===== config.mk =====
export PLATFORM = sky130hd
export DESIGN_NAME = port_altfn_ctrl
export DESIGN_NICKNAME = d
export VERILOG_FILES = /design/src/rtl/paf_pkg.sv /design/src/rtl/paf_rst_sync.sv /design/src/rtl/paf_mode_ctl.sv /design/src/rtl/paf_drq_ctl.sv /design/src/rtl/paf_pin_mux.sv /design/src/rtl/port_altfn_ctrl.sv
export SDC_FILE = /design/constraint.sdc
export NUM_CORES = 1
export LEC_CHECK = 0
export BUFFER_PORTS_ARGS = -buffer_cell sky130_fd_sc_hd__buf_4
export CAP_MARGIN = 20
export CORE_ASPECT_RATIO = 0.9
export CORE_UTILIZATION = 25
export CTS_CLUSTER_DIAMETER = 100
export DETAILED_ROUTE_END_ITERATION = 16
export GPL_ROUTABILITY_DRIVEN = 1
export PLACE_DENSITY = 0.53
export SLEW_MARGIN = 20
export SYNTH_ARGS = -nofsm -noshare
export SYNTH_HDL_FRONTEND = slang
export SYNTH_SLANG_ARGS = --single-unit

===== constraint.sdc =====
create_clock -name clk -period 1.4 [get_ports clk]
set_input_delay 0.21 -clock clk [delete_from_list [all_inputs] [get_ports clk]]
set_output_delay 0.21 -clock clk [all_outputs]
set_load 0.1 [all_outputs]

===== src/rtl/paf_pkg.sv =====
// Package: shared indices and types for the port alternate-function controller.
// Assumes the controlled slice is port bits 7..4, held at indices 3..0.
package paf_pkg;
    localparam int unsigned NPIN    = 4;
    localparam int unsigned IX_OBF  = 0;   // port bit 4
    localparam int unsigned IX_IBF  = 1;   // port bit 5
    localparam int unsigned IX_DRQ  = 2;   // port bit 6
    localparam int unsigned IX_DACK = 3;   // port bit 7

    typedef struct packed {
        logic flags;
        logic dma;
    } mode_t;
endpackage


===== src/rtl/paf_rst_sync.sv =====
// Reset synchronizer: shifts the external reset request through STAGES flops.
// Assumes STAGES >= 2. The flops have no reset of their own because they produce it.
module paf_rst_sync #(
    parameter int unsigned STAGES = 2
) (
    input  logic clk,
    input  logic rst_in_n,
    output logic rst_n
);
    logic [STAGES-1:0] chain;

    // Shift the raw request one stage per clock.
    always_ff @(posedge clk) begin
        chain <= {chain[STAGES-2:0], rst_in_n};
    end

    assign rst_n = chain[STAGES-1];
endmodule


===== src/rtl/paf_mode_ctl.sv =====
// Mode and latch holder: stores the software port latch and the two sticky
// mode flags. Assumes the command pulses last one clock each.
module paf_mode_ctl
    import paf_pkg::*;
#(
    parameter logic [NPIN-1:0] LATCH_INIT = '1
) (
    input  logic            clk,
    input  logic            rst_n,
    input  logic            port_wr,
    input  logic [NPIN-1:0] port_wdata,
    input  logic            cmd_en_flags,
    input  logic            cmd_en_dma,
    output logic [NPIN-1:0] latch,
    output mode_t           mode
);
    // Capture software writes to the port latch.
    always_ff @(posedge clk) begin
        if (!rst_n)       latch <= LATCH_INIT;
        else if (port_wr) latch <= port_wdata;
    end

    // Set the mode flags on their commands; only reset clears them.
    always_ff @(posedge clk) begin
        if (!rst_n) begin
            mode <= '0;
        end else begin
            if (cmd_en_flags) mode.flags <= 1'b1;
            if (cmd_en_dma)   mode.dma   <= 1'b1;
        end
    end

    // modes are sticky.
    p_flags_sticky_r10: assert property (@(posedge clk) disable iff (!rst_n)
        mode.flags |=> mode.flags);
    p_dma_sticky_r10: assert property (@(posedge clk) disable iff (!rst_n)
        mode.dma |=> mode.dma);
endmodule


===== src/rtl/paf_drq_ctl.sv =====
// DMA request flop: software sets it, and the acknowledged host strobe
// trailing edge or a fresh enable-DMA command clears it.
// Assumes the host strobes and the acknowledge pin are already synchronous to clk.
module paf_drq_ctl (
    input  logic clk,
    input  logic rst_n,
    input  logic dma_on,
    input  logic cmd_en_dma,
    input  logic port_wr,
    input  logic set_bit,
    input  logic rd_n,
    input  logic wr_n,
    input  logic dack_n,
    output logic drq
);
    logic rd_q, wr_q, dack_q;
    logic ack_end;

    // Keep last-cycle copies of the strobes and the acknowledge pin.
    always_ff @(posedge clk) begin
        if (!rst_n) begin
            rd_q   <= 1'b1;
            wr_q   <= 1'b1;
            dack_q <= 1'b1;
        end else begin
            rd_q   <= rd_n;
            wr_q   <= wr_n;
            dack_q <= dack_n;
        end
    end

    // Trailing edge of a strobe that was acknowledged.
    assign ack_end = ((rd_n & ~rd_q) | (wr_n & ~wr_q)) & ~dack_q;

    // Request flop: clearing wins over setting.
    always_ff @(posedge clk) begin
        if (!rst_n)                            drq <= 1'b0;
        else if (cmd_en_dma || ack_end)        drq <= 1'b0;
        else if (dma_on && port_wr && set_bit) drq <= 1'b1;
    end

    p_ack_clear_r7: assert property (@(posedge clk) disable iff (!rst_n)
        ack_end |=> !drq);
    p_cmd_clear_r8: assert property (@(posedge clk) disable iff (!rst_n)
        cmd_en_dma |=> !drq);
    p_idle_low_r11: assert property (@(posedge clk) disable iff (!rst_n)
        !dma_on |-> !drq);
    p_zero_write_r6: assert property (@(posedge clk) disable iff (!rst_n)
        (port_wr && !set_bit && !cmd_en_dma) |=> (drq == $past(drq) || !drq));
endmodule


===== src/rtl/paf_pin_mux.sv =====
// Pin multiplexer: picks, for each port bit, the latch value or its
// alternate function. It also forms the buffer select. Purely combinational.
module paf_pin_mux
    import paf_pkg::*;
(
    input  logic [NPIN-1:0] latch,
    input  mode_t           mode,
    input  logic            obf,
    input  logic            ibf,
    input  logic            drq,
    input  logic            cs_n,
    input  logic            dack_n,
    output logic [NPIN-1:0] pin_out,
    output logic [NPIN-1:0] pin_oe,
    output logic            buf_cs_n
);
    for (genvar i = 0; i < NPIN; i++) begin : g_pin
        if (i == IX_OBF) begin : g_obf
            // Bit 4: gated output-full flag in flag mode.
            assign pin_out[i] = mode.flags ? (latch[i] & obf) : latch[i];
            assign pin_oe[i]  = 1'b1;
        end else if (i == IX_IBF) begin : g_ibf
            // Bit 5: gated inverse input-full flag in flag mode.
            assign pin_out[i] = mode.flags ? (latch[i] & ~ibf) : latch[i];
            assign pin_oe[i]  = 1'b1;
        end else if (i == IX_DRQ) begin : g_drq
            // Bit 6: request output in DMA mode.
            assign pin_out[i] = mode.dma ? drq : latch[i];
            assign pin_oe[i]  = 1'b1;
        end else begin : g_dack
            // Bit 7: released to input in DMA mode.
            assign pin_out[i] = mode.dma ? 1'b1 : latch[i];
            assign pin_oe[i]  = ~mode.dma;
        end
    end

    // The acknowledge pin selects the buffer registers as the chip select does.
    assign buf_cs_n = mode.dma ? (cs_n & dack_n) : cs_n;
endmodule


===== src/rtl/port_altfn_ctrl.sv =====
// Top: alternate-function control for port bits 7..4. It synchronizes the
// reset, keeps the latch and modes, runs the DMA request and muxes the pins.
// Assumes all inputs except rst_in_n are synchronous to clk.
module port_altfn_ctrl
    import paf_pkg::*;
#(
    parameter int unsigned     SYNC_STAGES = 2,
    parameter logic [NPIN-1:0] LATCH_INIT  = '1
) (
    input  logic            clk,
    input  logic            rst_in_n,
    output logic            sys_rst_n,
    input  logic            port_wr,
    input  logic [NPIN-1:0] port_wdata,
    input  logic            cmd_en_flags,
    input  logic            cmd_en_dma,
    input  logic            ibf,
    input  logic            obf,
    input  logic            host_rd_n,
    input  logic            host_wr_n,
    input  logic            host_cs_n,
    input  logic            p7_in,
    output logic [NPIN-1:0] pin_out,
    output logic [NPIN-1:0] pin_oe,
    output logic            buf_cs_n
);
    logic [NPIN-1:0] latch;
    mode_t           mode;
    logic            drq;

    paf_rst_sync #(.STAGES(SYNC_STAGES)) u_sync (
        .clk(clk), .rst_in_n(rst_in_n), .rst_n(sys_rst_n)
    );

    paf_mode_ctl #(.LATCH_INIT(LATCH_INIT)) u_mode (
        .clk(clk), .rst_n(sys_rst_n), .port_wr(port_wr), .port_wdata(port_wdata),
        .cmd_en_flags(cmd_en_flags), .cmd_en_dma(cmd_en_dma),
        .latch(latch), .mode(mode)
    );

    paf_drq_ctl u_drq (
        .clk(clk), .rst_n(sys_rst_n), .dma_on(mode.dma), .cmd_en_dma(cmd_en_dma),
        .port_wr(port_wr), .set_bit(port_wdata[IX_DRQ]),
        .rd_n(host_rd_n), .wr_n(host_wr_n), .dack_n(p7_in), .drq(drq)
    );

    paf_pin_mux u_mux (
        .latch(latch), .mode(mode), .obf(obf), .ibf(ibf), .drq(drq),
        .cs_n(host_cs_n), .dack_n(p7_in),
        .pin_out(pin_out), .pin_oe(pin_oe), .buf_cs_n(buf_cs_n)
    );

    p_obf_low_r3: assert property (@(posedge clk) disable iff (!sys_rst_n)
        (mode.flags && !latch[IX_OBF]) |-> !pin_out[IX_OBF]);
    p_ibf_inv_r4: assert property (@(posedge clk) disable iff (!sys_rst_n)
        (mode.flags && latch[IX_IBF]) |-> (pin_out[IX_IBF] != ibf));
    p_dack_in_r5: assert property (@(posedge clk) disable iff (!sys_rst_n)
        mode.dma |-> !pin_oe[IX_DACK]);
    p_cs_pass_r9: assert property (@(posedge clk) disable iff (!sys_rst_n)
        !host_cs_n |-> !buf_cs_n);
    p_reset_state_r1: assert property (@(posedge clk)
        !sys_rst_n |=> (sys_rst_n || (mode == '0 && latch == LATCH_INIT)));
endmodule


# Word-level counts from Yosys, hierarchy flattened
# Cells that the tools add are included.
# totals
register_bits	12
word_cells	30
# op_classes
bitwise_logic	13
n_mux	5
reduce_logical	4
# ops
cell	n
1-bit AND	6
1-bit NOT	6
1-bit two-way mux	5
1-bit logical AND	2
2-bit OR reduction	1
1-bit logical OR	1
1-bit OR	1

# Longest topological paths before layout
# Gate-level depths: netlist of the first run.
# logic_depth
word_depth	6
ltp_mapped	3
mapped_depth_nobuf	3

# Modules after synthesis
# Synthesis of the first run repeated with hierarchy kept, for this count alone.
# hier_totals
cells_unflattened	42
area_unflattened_um2	450.4
# modules_own_cells
mod	area_per_inst_um2	seq_area_each_um2	n_inst	cells_per_inst
paf_mode_ctl	195.2	120.1	1	17
paf_drq_ctl	137.6	80.1	1	12
paf_pin_mux	77.6	0.0	1	11
paf_rst_sync	40.0	40.0	1	2

# Least setup slack after synthesis of the first run
# OpenSTA, ideal clock, no wires.
# synth_path
kind	reg2out
from	register u_mode.latch[0]
to	output pin_out[0]
arrival_time_ns	2.498
n_path_buf	0
path_stages_with_launch	2
slack_ns	-1.308
path_cell_list	dfxtp_1 -> a21boi_0
# synth_via
elab_chain_cells	2
# synth_rtl
element	line	text
start, declared	paf_mode_ctl.sv:14	output logic [NPIN-1:0] latch,
start signal, assigned	paf_mode_ctl.sv:20	else if (port_wr) latch <= port_wdata;
1-bit AND	paf_pin_mux.sv:20	assign pin_out[i] = mode.flags ? (latch[i] & obf) : latch[i];
1-bit two-way mux (*)	paf_pin_mux.sv:20	
end, declared	port_altfn_ctrl.sv:23	output logic [NPIN-1:0] pin_out,
# Every way passes the cells marked *; elsewhere a longest branch is shown, timed or not.

# Final worst setup path of the first run
# layout_path
from	register u_mode.mode[0] (netlist name)
to	output buf_cs_n
# layout_via
elab_chain_cells	1
# layout_rtl
element	line	text
1-bit two-way mux	paf_pin_mux.sv:38	assign buf_cs_n = mode.dma ? (cs_n & dack_n) : cs_n;
end, declared	port_altfn_ctrl.sv:25	output logic buf_cs_n
# No other way between the ends.

==> flow_metrics.py, run 1 <==
metrics = {
    "cts": {
        "cts.clk_slew.worst_paths_ns": 0.06,
        "clockRootBuffer": "clkbuf_4",
        "clockBufferDepth": 2,
        "h-tree-depth": 1,
        "postCtsHoldBufs": 0,
        "cts_sinks": 12,
        "cts_setup_buffers": 0,
        "clk_latency_ns": 0.26,
        "numCtsBuffers": 3,
        "cts_tree": "built",
    },
    "yosys": {
        "synthAdderAreaFrac": 0,
        "yosys_warnings": 0,
        "ys_seq_area_frac": 0.5232,
        "netlist_area_um2": 459.2,
        "ys_seq_elements": 12,
        "synth-simple-area-share": 0.1417,
        "synth-compound-area-share": 0.1063,
        "synth_cell_types": 16,
        "synth_top_family_by_area": "simple AND/OR/NAND/NOR gates",
        "synthMuxAreaShare": 0.1117,
        "syn_inst": 44,
        "yosys.area_share.xor_xnor": 0,
        "avgSynthCellArea_um2": 10.44,
    },
    "placed_design": {
        "dp_hpwl_um": 584.3,
        "postPlaceCellArea_um2": 650.6,
        "port_buffers": 21,
        "place_congestion": 0.6368,
        "pre_cts_ws_ns": 0.3011,
    },
    "worst_setup_path": {
        "crit_fanout": 4,
        "cp-start-kind": "flip-flop",
        "cp_data_required_time_ns": 1.19,
        "cp-end-kind": "output pin",
        "critPathKind": "flip-flop to output pin",
        "crit_arrival_ns": 1.13,
    },
    "worst_hold_path": {
        "hold_class": "input pin to flip-flop",
    },
    "sta": {
        "fin_crit_ns": 1.336,
        "fin_ws_ns": 0.06377,
        "finalCritPeriodShare": 0.9544,
        "slew_viol_final": 0,
        "finalSetupViolations": 0,
        "grt_setup_unrepaired": "no",
        "max_freq_ghz": 0.7484,
        "finClkSkew_ns": 0.002515,
        "timing_hold_violations_final": 0,
    },
    "global_route": {
        "grt_max_degree": 12,
        "grt_pass1_wl_mm": 1.152,
        "grt-ovfl-total": 0,
        "antenna_found_initial": 0,
        "grt_use_total": 0.08545,
        "first_global_vias": 288,
    },
    "route": {
        "drt_wl_total_um": 731,
        "avgViaCountPerCell": 3.844,
        "drc": 0,
        "avgRoutedWirePerCell_um": 8.122,
        "dr_total_vias": 346,
        "drtPass1Iterations": 2,
        "postRouteAntennaNets": 0,
        "drt_iter0_markers": 2,
    },
    "final_layout": {
        "fillers": 181,
        "utilization": 0.4013,
        "drive_above_1_share": 0.5000,
        "fin_nets": 83,
        "final_area_um2": 681.9,
        "diodes": 0,
        "syn2layout_area_growth_pct": 48.50,
    },
    "die": {
        "std_cell_rows": 14,
        "ios": 25,
        "die_y_um": 42.66,
        "core_um2": 1699,
        "die_area_um2": 2012,
        "start_util": 0.2703,
        "die_w_um": 47.18,
    },
    "power": {
        "power.density_nw_per_um2": 1210,
        "ir_worst_vdd_uv": 735.3,
        "leakagePower_nw": 0.3240,
    },
    "job": {
        "maxCapViolCount": 0,
    },
    "status": {
        "status": "completed",
    },
}
what timing repair did:
| action | CTS | global route |
|---|---|---|
| setup endpoints to repair | 0 | 1 |
| endpoints found under the hold margin | 0 | 0 |
| gates resized for setup | 0 | 3 |
layout make-up:
type	instances	area [um^2]	area share
tap	24	30.03	0.04404
timing repair buffer	22	172.7	0.2532
sequential	12	242.7	0.3560
clock buffer	3	22.52	0.03303
inverter	3	11.26	0.01651
multi-input combinational	26	202.7	0.2972
cell families (layout without fill, tap and decap cells):
group                  after synthesis  after routing
flip-flops                          12             12
AND/OR/NAND/NOR                     11             11
buffers and inverters                8             28
AO/OA/AOI/OAI                        7              7
multiplexers                         5              5
other                                1              3
worst paths after layout:
kind                                                   from                       to  slack, ns  cells past startpoint
worst max-delay path            u_mode.mode[0]$_SDFFE_PN0P_                 buf_cs_n       0.06                      3
worst min-delay path                               rst_in_n  u_sync.chain[0]$_DFF_P_       0.05                      1
worst max register to register  u_mode.mode[0]$_SDFFE_PN0P_   u_drq.drq$_SDFFE_PP0P_       0.55                      3
worst min register to register      u_sync.chain[0]$_DFF_P_  u_sync.chain[1]$_DFF_P_       0.32                      0
where the power goes:
group          internal, mW  switching [mW]  leakage [nW]
registers             0.361          0.0129         0.100
logic                0.0769           0.178         0.210
clock network        0.0992          0.0973        0.0138
total                 0.537           0.288         0.324
synth_stat cells:
master | n | area (um^2)
a21oi_1 | 1 | 5.000
a21boi_0 | 3 | 22.52
buf_2 | 1 | 5.000
nand2_1 | 5 | 18.77
or2_2 | 1 | 6.260
inv_1 | 3 | 11.26
buf_6 | 1 | 11.26
a31oi_1 | 1 | 6.260
nor4b_2 | 1 | 15.01
o21a_1 | 2 | 15.01
mux2_2 | 1 | 11.26
nand2b_1 | 4 | 25.02
conb_1 | 1 | 3.750
dfxtp_1 | 12 | 240.2
buf_4 | 3 | 22.52
mux2i_1 | 4 | 40.04
metrics by stage:
stage / cells / power, mW / hold WS (ns) / setup TNS (ns)
after global routing: 90 / 0.8726 / 0.02923 / 0
after CTS: 90 / 0.8379 / 0.03947 / 0
after global placement: 87 / 0.6331 / 0.3107 / 0
after floorplan: 46 / 0.5794 / 0.2377 / -0.04430
after detailed placement: 87 / 0.6336 / 0.3120 / 0
final: 90 / 0.8253 / 0.05188 / 0
per-layer routing:
layer,track usage,vias up,part of all wire
met1,0.1126,148,0.46
met5,0,-,0
li1,-,181,-
met3,0.06383,0,0.11
met2,0.1111,17,0.43
met4,0.01714,0,0
worst max-delay path, stage by stage, from the launching register on:
cell,delay [ns]
dfxtp_2,0.32
buf_4,0.15
a21boi_4,0.11
buf_4,0.29
state kept, by name (all words and copies together), names as in the netlist:
name and count:
u_drq.wr_q 1, u_drq.dack_q 1, u_drq.drq 1, u_drq.rd_q 1
u_mode.mode 2, u_sync.chain 2, u_mode.latch 4
cells in the final DEF, fill, tap and decap left out:
master,synthesis,layout
a21boi_2,0,1
a21boi_4,0,2
a21oi_1,1,1
a31oi_1,1,1
buf_4,3,21
buf_8,0,1
clkbuf_4,0,3
conb_1,1,3
dfxtp_1,12,10
dfxtp_2,0,2
inv_1,3,3
mux2_2,1,1
mux2i_1,4,4
nand2_1,5,5
nand2b_1,4,4
nor4b_2,1,1
o21a_1,2,2
or2_2,1,1
(Power assumes the default switching activity.)
==> run 2, diff against run 1 <==
- clock period: 1.4 -> 1.75 ns (I/O delays scaled with it)
==> flow_metrics.py, run 2 (synthesis results as in run 1) <==
metrics = {
    "final_layout": {
        "diodes": 0,
        "syn2layout_area_growth_pct": 46.05,
        "fillers": 183,
        "drive_above_1_share": 0.4776,
        "fin_nets": 83,
        "largest_reg_flops": 4,
        "multi_input_area_um2": 187.7,
        "final_area_um2": 670.6,
        "most-common-layout-cells": "22 x buf_4, 12 x dfxtp_1, 5 x nand2_1",
        "layout.cells.most_common": "buf_4",
        "largest_register": "u_mode.latch",
        "top_regs": "u_mode.latch (4), u_mode.mode (2), u_sync.chain (2)",
        "fin_cells": 91,
        "final-seq-area_um2": 240.2,
    },
    "sta": {
        "fin_tns_setup_ns": 0,
        "timing_hold_violations_final": 0,
        "slew_viol_final": 0,
        "finalSetupViolations": 0,
        "finClkSkew_ns": 0.002848,
        "finalCritPeriodShare": 0.8913,
        "max_freq_ghz": 0.6411,
        "fin_crit_ns": 1.560,
        "whs_ns": 0.09579,
        "grt_setup_unrepaired": "no",
    },
    "placed_design": {
        "dp_hpwl_um": 598.9,
        "port_buffers": 21,
        "postPlaceCellArea_um2": 634.4,
        "place_congestion": 0.6267,
        "numPlacedInstances": 87,
    },
    "route": {
        "dr_total_vias": 353,
        "drt_wl_total_um": 770,
        "avgRoutedWirePerCell_um": 8.462,
        "drtPass1Iterations": 3,
        "postRouteAntennaNets": 0,
        "drt_iter0_markers": 2,
        "avgViaCountPerCell": 3.879,
        "drc": 0,
    },
    "cts": {
        "cts_repair_resize_count": 0,
        "cts_sinks": 12,
        "clk_latency_ns": 0.27,
        "h-tree-depth": 1,
        "cts.clk_slew.worst_paths_ns": 0.07,
        "clockBufferDepth": 2,
        "cts_tree": "built",
        "clockRootBuffer": "clkbuf_4",
        "postCtsHoldBufs": 0,
        "cts_setup_buffers": 0,
        "numCtsBuffers": 3,
    },
    "die": {
        "die_w_um": 47.18,
        "start_util": 0.2703,
        "core_um2": 1699,
        "ios": 25,
        "std_cell_rows": 14,
        "die_y_um": 42.66,
        "die_area_um2": 2012,
    },
    "power": {
        "total_power_uw": 706.3,
        "leakagePower_nw": 0.3149,
        "power.density_nw_per_um2": 1053,
        "ir_worst_vdd_uv": 340.8,
    },
    "worst_setup_path": {
        "reg2regPathDepth": 2,
        "slowest_stage": "dfxtp_1",
        "crit_arrival_ns": 1.30,
        "cp_data_required_time_ns": 1.49,
        "crit_fanout": 6,
        "critical_path.cell_chain": "mux2_2 > buf_4",
        "cp-end-kind": "output pin",
        "critPathKind": "flip-flop to output pin",
        "reg2reg_slack_ns": 0.88,
        "regToRegEndpoint": "u_drq.drq$_SDFFE_PP0P_",
        "cp-start-kind": "flip-flop",
        "slowest_delay_ns": 0.44,
        "r2r_start": "u_mode.mode[0]$_SDFFE_PN0P_",
    },
    "global_route": {
        "grt_use_met1": 0.1237,
        "grt_use_met3": 0.06383,
        "top_usage_layer": "met2",
        "antenna_found_initial": 0,
        "met2_usage": 0.1250,
        "first_global_vias": 307,
        "grt_pass1_wl_mm": 1.304,
        "grt-ovfl-total": 0,
        "grt_use_total": 0.09576,
        "grt_max_degree": 11,
    },
    "worst_hold_path": {
        "worst_hold_path.num_cells": 1,
        "hold_class": "input pin to flip-flop",
        "whs_endpoint": "u_sync.chain[0]$_DFF_P_",
        "min_from": "rst_in_n",
    },
    "status": {
        "status": "completed",
    },
    "job": {
        "maxCapViolCount": 0,
    },
}
[run 2: cell count changes in the layout (fill, tap and decap cells not counted), sizes merged]
cell | before | now
clkbuf | 3 | 4
[run 2: cell type report]
| type | instances | share of cell area |
|---|---|---|
| clock buffer | 4 | 0.05410 |
| timing repair buffer | 22 | 0.2463 |
| sequential | 12 | 0.3582 |
| tap | 24 | 0.04478 |
| multi-input combinational | 26 | 0.2799 |
| inverter | 3 | 0.01679 |
[run 2: through the flow]
step	worst slack [ns]	utilization
after floorplan	0.2426	-
final	0.1903	0.3947
after global placement	0.5037	0.3733
after detailed placement	0.4806	0.3733
after global routing	0.09706	0.3947
after CTS	0.1697	0.3947
[run 2: critical path, delay by kind of cell (launching register included)]
family	cells	cell delay, ns
buf+inv	1	0.23
flops	1	0.44
mux	1	0.36
[run 2: how the worst max path moves through the flow]
stage / start / to / slack (ns) / depth (start not counted)
after floorplan: u_sync.chain[1]$_DFF_P_ / u_drq.drq$_SDFFE_PP0P_ / 0.24 / 2
after global placement: u_mode.mode[0]$_SDFFE_PN0P_ / pin_out[2] / 0.50 / 2
after detailed placement: u_mode.mode[0]$_SDFFE_PN0P_ / pin_out[2] / 0.48 / 2
after CTS: u_mode.mode[0]$_SDFFE_PN0P_ / pin_out[2] / 0.17 / 2
after global routing: u_mode.mode[0]$_SDFFE_PN0P_ / pin_out[2] / 0.1 / 2
final: u_mode.mode[0]$_SDFFE_PN0P_ / pin_out[2] / 0.19 / 2
[run 2: report_power, final]
part           switching, mW  internal [mW]  leakage (nW)
combinational          0.142         0.0549         0.194
clock                 0.0867          0.126        0.0210
sequential           0.00843          0.288         0.100
total                  0.237          0.470         0.315
[run 2: routing by layer]
| layer | wire length (um) | share of wire |
|---|---|---|
| met1 | 335 | 0.44 |
| met2 | 364 | 0.47 |
| met3 | 69 | 0.090 |
| met4 | 0 | 0 |
| met5 | 0 | 0 |
==> run 3, diff against run 2 <==
- PLACE_DENSITY: 0.53 -> 0.61
- SKIP_LAST_GASP: not set -> 1
==> flow_metrics.py, run 3 (synthesis results as in run 1) <==
metrics = {
    "final_layout": {
        "largest_register": "u_mode.latch",
        "drive_above_1_share": 0.4776,
        "syn2layout_area_growth_pct": 46.05,
        "largest_reg_flops": 4,
        "fin_nets": 83,
        "diodes": 0,
        "layout.cells.most_common": "buf_4",
        "top_regs": "u_mode.latch (4), u_mode.mode (2), u_sync.chain (2)",
        "most-common-layout-cells": "22 x buf_4, 12 x dfxtp_1, 5 x nand2_1",
    },
    "power": {
        "p_int_uw": 469.3,
        "seqPwrFrac": 0.419,
        "leakagePower_nw": 0.3149,
        "switching_share": 0.3367,
        "power.density_nw_per_um2": 1055,
        "comb_power_share": 0.278,
        "p_switching_uw": 238.2,
        "p_clk_frac": 0.303,
        "ir_worst_vdd_uv": 437.0,
    },
    "sta": {
        "fin_crit_ns": 1.568,
        "fin_tns_setup_ns": 0,
        "timing_hold_violations_final": 0,
        "finalSetupViolations": 0,
        "finClkSkew_ns": 0.004230,
        "max_freq_ghz": 0.6378,
        "finalCritPeriodShare": 0.8960,
        "grt_setup_unrepaired": "no",
        "slew_viol_final": 0,
        "whs_ns": 0.09691,
    },
    "global_route": {
        "first_global_vias": 330,
        "grt_max_degree": 11,
        "grt_pass1_wl_mm": 1.331,
        "grt-ovfl-total": 0,
        "antenna_found_initial": 0,
        "grt_use_total": 0.09423,
    },
    "worst_setup_path": {
        "cp-startpoint": "u_mode.mode[0]$_SDFFE_PN0P_",
        "reg2reg_slack_ns": 0.88,
        "crit_fanout": 6,
        "cp_data_required_time_ns": 1.49,
        "cp-start-kind": "flip-flop",
        "critPathKind": "flip-flop to output pin",
        "r2r_start": "u_mode.mode[0]$_SDFFE_PN0P_",
        "cp-end-kind": "output pin",
        "reg2regPathDepth": 2,
        "crit_arrival_ns": 1.31,
        "regToRegEndpoint": "u_drq.drq$_SDFFE_PP0P_",
    },
    "route": {
        "drt_iter0_markers": 7,
        "dr_total_vias": 359,
        "drt_wl_total_um": 775,
        "avgRoutedWirePerCell_um": 8.516,
        "drc": 0,
        "avgViaCountPerCell": 3.945,
        "postRouteAntennaNets": 0,
        "drtPass1Iterations": 2,
    },
    "cts": {
        "h-tree-depth": 1,
        "clockBufferDepth": 2,
        "cts_repair_resize_count": 0,
        "postCtsHoldBufs": 0,
        "cts_sinks": 12,
        "clk_latency_ns": 0.27,
        "numCtsBuffers": 3,
        "cts_tree": "built",
        "cts.clk_slew.worst_paths_ns": 0.08,
        "clockRootBuffer": "clkbuf_4",
        "cts_setup_buffers": 0,
    },
    "die": {
        "ios": 25,
        "die_y_um": 42.66,
        "core_um2": 1699,
        "die_area_um2": 2012,
        "start_util": 0.2703,
        "std_cell_rows": 14,
        "die_w_um": 47.18,
    },
    "job": {
        "maxCapViolCount": 0,
    },
    "status": {
        "status": "completed",
    },
    "worst_hold_path": {
        "min_from": "rst_in_n",
        "whs_endpoint": "u_sync.chain[0]$_DFF_P_",
        "hold_class": "input pin to flip-flop",
        "worst_hold_path.num_cells": 1,
    },
    "placed_design": {
        "place_congestion": 0.6072,
        "port_buffers": 21,
    },
}
[run 3: how the worst max path moves through the flow]
stage | slack [ns] | cells after the start | end
final | 0.18 | 2 | pin_out[2]
after global routing | 0.13 | 2 | pin_out[2]
after CTS | 0.16 | 2 | pin_out[2]
after detailed placement | 0.49 | 2 | pin_out[2]
after global placement | 0.51 | 2 | pin_out[2]
after floorplan | 0.24 | 2 | u_drq.drq$_SDFFE_PP0P_
[run 3: metal layers]
layer | track usage | up-vias | routed length (um)
li1 | - | 184 | -
met1 | 0.1296 | 159 | 338
met2 | 0.1306 | 16 | 369
met3 | 0.02553 | 0 | 67
met4 | 0.05143 | 0 | 0
met5 | 0 | - | 0
[run 3: worst max-delay path: stages (launching register included)]
cell,delay (ns)
dfxtp_1,0.44
mux2_2,0.37
buf_4,0.23
[run 3: area by class of cell]
cell class,instances,area (um^2)
clock buffer,4,36.28
fill,194,1028
inverter,3,11.26
multi-input combinational,26,187.7
sequential,12,240.2
tap,24,30.03
timing repair buffer,22,165.2
[run 3: per-stage QoR]
step / setup WS, ns / area, um^2 / utilization / cells / power [mW]
floorplan: 0.2426 / 478.0 / - / 46 / 0.4585
global placement: 0.5058 / 634.4 / 0.3733 / 87 / 0.5000
detailed placement: 0.4931 / 634.4 / 0.3733 / 87 / 0.5011
CTS: 0.1645 / 670.6 / 0.3947 / 91 / 0.7209
global route: 0.1306 / 670.6 / 0.3947 / 91 / 0.7492
finish: 0.1820 / 670.6 / 0.3947 / 91 / 0.7075
[run 3: power groups by stage]
stage,Combinational (mW),Clock (mW),Sequential [mW]
after floorplan,0.149,0,0.310
after detailed placement,0.198,0,0.303
after global placement,0.197,0,0.303
final,0.196,0.214,0.297
after global routing,0.205,0.245,0.299
after CTS,0.199,0.225,0.297
